<file path="config.mk">
export PLATFORM = sky130hd
export DESIGN_NAME = keyed_reset_detector
export DESIGN_NICKNAME = d
export VERILOG_FILES = /design/src/rtl/kr_pkg.sv /design/src/rtl/kr_key_table.sv /design/src/rtl/kr_wr_classify.sv /design/src/rtl/kr_step_ctrl.sv /design/src/rtl/keyed_reset_detector.sv
export SDC_FILE = /design/constraint.sdc
export NUM_CORES = 1
export LEC_CHECK = 0
export BUFFER_PORTS_ARGS = -buffer_cell sky130_fd_sc_hd__buf_2
export CAP_MARGIN = 20
export CORE_AREA = 2 2 39 41
export CTS_BUF_LIST = sky130_fd_sc_hd__clkbuf_4 sky130_fd_sc_hd__clkbuf_8 sky130_fd_sc_hd__clkbuf_16
export DETAILED_ROUTE_END_ITERATION = 8
export DIE_AREA = 0 0 41 43
export PLACE_DENSITY_LB_ADDON = 0.3
export SLEW_MARGIN = 20
export SYNTH_ARGS = -nofsm -noshare
export SYNTH_HDL_FRONTEND = slang
export SYNTH_SLANG_ARGS = --single-unit
export TNS_END_PERCENT = 50
</file>
<file path="constraint.sdc">
create_clock -name clk -period 3.1 [get_ports clk]
set_clock_uncertainty 0.05 [all_clocks]
set_input_delay 0.31 -clock clk [delete_from_list [all_inputs] [get_ports clk]]
set_output_delay 0.31 -clock clk [all_outputs]
set_load 0.02 [all_outputs]
</file>
<file path="src/rtl/kr_pkg.sv">
package kr_pkg;

   // classification of one bus cycle as seen by the detector
   typedef enum logic [2:0] {
      KR_IDLE    = 3'd0,   // no write this cycle
      KR_FOREIGN = 3'd1,   // write to another register of the block
      KR_ZERO    = 3'd2,   // key write of zero: restart
      KR_MATCH   = 3'd3,   // key write of the expected next value
      KR_MISS    = 3'd4    // key write of any other value
   } kr_kind_e;

endpackage

</file>
<file path="src/rtl/kr_key_table.sv">
// Expected key value for every step: step k expects (1<<k)-1.
module kr_key_table #(
   parameter int unsigned DATA_W    = 8,
   parameter int unsigned NUM_STEPS = 8,
   localparam int unsigned STEP_W   = (NUM_STEPS > 1) ? $clog2(NUM_STEPS) : 1
) (
   input  logic [STEP_W-1:0] step,
   output logic [DATA_W-1:0] exp_val
);

   logic [DATA_W-1:0] key_tab [NUM_STEPS];

   for (genvar g = 0; g < NUM_STEPS; g++) begin : g_key
      localparam longint unsigned ONES = (64'd1 << g) - 64'd1;
      assign key_tab[g] = ONES[DATA_W-1:0];
   end

   always_comb begin
      exp_val = '0;
      for (int i = 0; i < NUM_STEPS; i++) begin
         if (step == STEP_W'(i)) exp_val = key_tab[i];
      end
   end

endmodule

</file>
<file path="src/rtl/kr_wr_classify.sv">
// Sorts the current bus cycle into one of the detector's event kinds.
module kr_wr_classify
   import kr_pkg::*;
#(
   parameter int unsigned DATA_W = 8
) (
   input  logic              wr_en,
   input  logic              wr_is_key,
   input  logic [DATA_W-1:0] wr_data,
   input  logic [DATA_W-1:0] exp_val,
   output kr_kind_e          kind
);

   always_comb begin
      if (!wr_en)                kind = KR_IDLE;
      else if (!wr_is_key)       kind = KR_FOREIGN;
      else if (wr_data == '0)    kind = KR_ZERO;
      else if (wr_data == exp_val) kind = KR_MATCH;
      else                       kind = KR_MISS;
   end

endmodule

</file>
<file path="src/rtl/kr_step_ctrl.sv">
// Progress counter: number of correct key writes seen so far.
module kr_step_ctrl
   import kr_pkg::*;
#(
   parameter int unsigned NUM_STEPS = 8,
   localparam int unsigned STEP_W   = (NUM_STEPS > 1) ? $clog2(NUM_STEPS) : 1,
   localparam int unsigned LAST     = NUM_STEPS - 1
) (
   input  logic              clk,
   input  logic              rst_n,
   input  kr_kind_e          kind,
   output logic [STEP_W-1:0] step,
   output logic              fire
);

   logic [STEP_W-1:0] step_nxt;

   always_comb begin
      fire     = 1'b0;
      step_nxt = step;
      unique case (kind)
         KR_IDLE:    step_nxt = step;
         KR_FOREIGN: step_nxt = '0;
         KR_MISS:    step_nxt = '0;
         KR_ZERO: begin
            if (NUM_STEPS == 1) begin
               fire     = 1'b1;
               step_nxt = '0;
            end else begin
               step_nxt = STEP_W'(1);
            end
         end
         KR_MATCH: begin
            if (step == STEP_W'(LAST)) begin
               fire     = 1'b1;
               step_nxt = '0;
            end else begin
               step_nxt = step + STEP_W'(1);
            end
         end
         default: step_nxt = '0;
      endcase
   end

   always_ff @(posedge clk) begin
      if (!rst_n) step <= '0;
      else        step <= step_nxt;
   end

   // no write means no movement
   assert_hold_idle_R8: assert property (@(posedge clk) disable iff (!rst_n)
      (kind == KR_IDLE) |=> $stable(step));

endmodule

</file>
<file path="src/rtl/keyed_reset_detector.sv">
module keyed_reset_detector
   import kr_pkg::*;
#(
   parameter int unsigned DATA_W    = 8,
   parameter int unsigned NUM_STEPS = 8,
   localparam int unsigned STEP_W   = (NUM_STEPS > 1) ? $clog2(NUM_STEPS) : 1
) (
   input  logic              clk,
   input  logic              rst_n,
   input  logic              wr_en,
   input  logic              wr_is_key,
   input  logic [DATA_W-1:0] wr_data,
   input  logic              rd_en,
   output logic [DATA_W-1:0] rd_data,
   output logic              rst_req
);

   localparam longint unsigned LAST_ONES = (64'd1 << (NUM_STEPS - 1)) - 64'd1;
   localparam logic [DATA_W-1:0] LAST_KEY = LAST_ONES[DATA_W-1:0];

   // elaboration-time parameter checks
   if (DATA_W < 1 || DATA_W > 32) begin : g_bad_width
      $error("keyed_reset_detector: DATA_W must be 1..32");
   end
   if (NUM_STEPS < 2 || NUM_STEPS > DATA_W + 1) begin : g_bad_steps
      $error("keyed_reset_detector: NUM_STEPS must be 2..DATA_W+1");
   end

   logic [STEP_W-1:0] step;
   logic [DATA_W-1:0] exp_val;
   kr_kind_e          kind;
   logic              fire;
   logic              req_q;

   kr_key_table #(.DATA_W(DATA_W), .NUM_STEPS(NUM_STEPS)) u_table (
      .step    (step),
      .exp_val (exp_val)
   );

   kr_wr_classify #(.DATA_W(DATA_W)) u_class (
      .wr_en     (wr_en),
      .wr_is_key (wr_is_key),
      .wr_data   (wr_data),
      .exp_val   (exp_val),
      .kind      (kind)
   );

   kr_step_ctrl #(.NUM_STEPS(NUM_STEPS)) u_ctrl (
      .clk   (clk),
      .rst_n (rst_n),
      .kind  (kind),
      .step  (step),
      .fire  (fire)
   );

   always_ff @(posedge clk) begin
      if (!rst_n) req_q <= 1'b0;
      else        req_q <= fire;
   end

   assign rst_req = req_q;
   // the key register has no readable content
   assign rd_data = {DATA_W{1'b0}} & {DATA_W{rd_en}};

   // a request is always caused by a final key write one edge earlier
   assert_req_cause_R2: assert property (@(posedge clk) disable iff (!rst_n)
      rst_req |-> $past(wr_en && wr_is_key && wr_data == LAST_KEY));

   // request is a single-cycle pulse
   assert_req_single_R3: assert property (@(posedge clk) disable iff (!rst_n)
      rst_req |=> !rst_req);

   // foreign write clears progress
   assert_foreign_abort_R4: assert property (@(posedge clk) disable iff (!rst_n)
      (wr_en && !wr_is_key) |=> (step == '0));

   // zero key write restarts at first step
   assert_zero_restart_R5: assert property (@(posedge clk) disable iff (!rst_n)
      (wr_en && wr_is_key && wr_data == '0) |=> (step == STEP_W'(1)));

   // wrong non-zero key value drops to idle
   assert_miss_idle_R6: assert property (@(posedge clk) disable iff (!rst_n)
      (wr_en && wr_is_key && wr_data != '0 && wr_data != exp_val) |=> (step == '0));

   // read data never carries content
   always_comb begin
      assert_read_zero_R7: assert (!rd_en || rd_data == '0);
   end

endmodule

</file>
==> flow_summary.ini <==
[status]
status = complete, no violations

[route]
drtIter0Drc = 18
num_vias = 506
route.detailed.drc = 0
first_pass_iters = 4
vias_per_cell = 5.11
ant_nets = 0
detail_route.wl_per_cell_microns = 10.3
routed_wl_microns = 1020

[clocking]
cts-root-buf = clkbuf_4
post_cts.repair.setup_buffers = 0
clockBufferDepth = 2
cts_tree = built
clock_latency_ns = 0.23
cts.sinks = 4
ctsHtreeMaxLevel = 1
cts_resized = 0
cts-buffers-inserted = 3
cts_hold_buf = 0
cts.clk_slew.worst_paths_ns = 0.04

[die]
ioPinCount = 22
die_w_microns = 41
core_area_sq_mm = 0.00138
start_util_pct = 38.0
die-area_sq_mm = 0.00176
die_y_microns = 43
placementRows = 14

[critical_path]
crit_start = u_ctrl.step[1]$_SDFFE_PN0P_
worstReg2RegEnd = rst_req$_SDFF_PN0_
end_kind = flop
crit_type = reg -> reg
cp_data_required_time_ns = 3.22
cp_max_fo = 8
crit_arrival_ns = 2.15
r2r_cells = 6
worstReg2RegStart = u_ctrl.step[1]$_SDFFE_PN0P_
cp-start-kind = flop
rrSetupSlack_ns = 1.07

[cells_and_area]
syn2layout_area_growth_pct = 11.0
drive_above_1_share_pct = 22.9
stdcell_count = 99
fin_nets = 104
antenna_cells = 0

[power_and_ir_drop]
p_leak_nw = 0.254
power_density_mw_per_mm2 = 243
ir_worst_vdd_v = 0.000203

[worst_hold_path]
whs_path_depth = 3
hp-start = rst_n
worst_hold_path.endpoint = u_ctrl.step[0]$_SDFFE_PN0P_
holdCritPathClass = in -> reg

[sta]
fmax_mhz = 492
setup_tns_ns = 0
fin_crit_ns = 2.03
hold_viol_final = 0
maxSlewViolCount = 0
setup_violations = 0
fin_crit_sh_pct = 65.6
rsz0062_at_grt = no

[synth]
yosysWarnings = 0
netlist_instances = 71
synth-seq-cells = 4
syn_area_sq_um = 526
synth_ff_type = dfxtp_1
synth_area_per_cell_sq_um = 7.40
ys_seq_area_share_pct = 15.2
synth-edff-count = 0
async_flop_share_pct = 0
ys_types = 32

[run]
drv_cap = 0

[global_routing]
grt_usage_pct = 14.2
antenna_found_initial = 0
grt_pass1_wl_microns = 1750
grt-ovfl-total = 0
grt_max_degree = 11
grt_pass1_vias = 421

[placement]
dp_hpwl_microns = 857
place.gp.congestion = 0.822
dp.cells = 96
port_buffers = 12
where the power goes:
group / switching, mW / leakage [nW] / internal (mW)
Clock: 0.0196 / 0.0138 / 0.0432
Combinational: 0.0176 / 0.208 / 0.00934
Sequential: 0.0000241 / 0.0322 / 0.0518
metal layers:
layer / GRT usage [%] / up-vias / part of all wire, %
li1: - / 262 / -
met1: 19.6 / 224 / 45
met2: 20.6 / 20 / 45
met3: 6.28 / 0 / 10
met4: 2.00 / 0 / 0
met5: 0 / - / 0
state kept, by name (all words and copies together) (netlist names):
name         flops
u_ctrl.step      3
rst_req          1
worst max-delay path, stage by stage (launching register included):
cell,delay (ns)
dfxtp_1,0.37
ha_1,0.26
ha_1,0.30
nor3b_1,0.24
mux2i_1,0.10
a221o_1,0.38
and4bb_1,0.28
cells in the final DEF (no fill, tap or decap), types with 2 or more instances in the layout:
| master | synthesis | routed |
|---|---|---|
| buf_2 | 0 | 12 |
| conb_1 | 1 | 8 |
| nor2_1 | 7 | 7 |
| ha_1 | 6 | 6 |
| nand2_1 | 5 | 5 |
| o21ai_0 | 5 | 5 |
| dfxtp_1 | 4 | 4 |
| inv_1 | 3 | 3 |
| nor3_1 | 3 | 3 |
| clkbuf_4 | 0 | 3 |
| inv_2 | 2 | 2 |
| nand3_1 | 2 | 2 |
| a31oi_1 | 2 | 2 |
| a21oi_1 | 2 | 2 |
| and3_1 | 2 | 2 |
Yosys cell counts (2+ instances only):
cell	number	area, sq um
nor3_1	3	15.0
o21ai_0	5	25.0
inv_2	2	7.51
inv_1	3	11.3
a21oi_1	2	10.0
nor2_1	7	26.3
dfxtp_1	4	80.1
buf_4	9	67.6
nand2_1	5	18.8
and3_1	2	12.5
nand3_1	2	10.0
ha_1	6	75.1
a31oi_1	2	12.5
cell type report:
cell class / count / area, sq um
Timing Repair Buffer: 12 / 60.1
Tap cell: 16 / 20.0
Fill cell: 156 / 801
Multi-Input combinational cell: 59 / 382
Clock buffer: 3 / 22.5
Inverter: 5 / 18.8
Sequential cell: 4 / 80.1
worst max-delay path by stage:
stage / end / cells past startpoint / slack (ns)
final: rst_req$_SDFF_PN0_ / 6 / 1.07
after global routing: u_ctrl.step[1]$_SDFFE_PN0P_ / 7 / 0.90
after CTS: rst_req$_SDFF_PN0_ / 6 / 1.06
after detailed placement: rst_req$_SDFF_PN0_ / 6 / 1.08
after global placement: rst_req$_SDFF_PN0_ / 6 / 1.09
after floorplan: rst_req$_SDFF_PN0_ / 7 / 1.21
stage by stage:
| stage | worst slack (ns) | hold slack [ns] | instance area [sq um] | power, mW | utilization, % |
|---|---|---|---|---|---|
| floorplan | 1.21 | 0.395 | 552 | 0.0757 | - |
| global placement | 1.09 | 0.512 | 561 | 0.0794 | 40.5 |
| detailed placement | 1.08 | 0.513 | 561 | 0.0794 | 40.5 |
| CTS | 1.06 | 0.284 | 583 | 0.145 | 42.1 |
| global route | 0.901 | 0.301 | 583 | 0.154 | 42.1 |
| finish | 1.07 | 0.281 | 583 | 0.142 | 42.1 |
cell families (layout without fill, tap and decap cells):
kind of cell / Yosys count / count (layout) / share of synthesized area, %
simple gates: 30 / 30 / 33.6
buf+inv: 15 / 20 / 17.1
compound gates: 13 / 13 / 15.5
xor+xnor: 1 / 1 / 1.67
mux: 1 / 1 / 1.90
flops: 4 / 4 / 15.2
fa+ha+maj: 6 / 6 / 14.3
other cells: 1 / 8 / 0.714
Power figures use the tool's default switching activity.
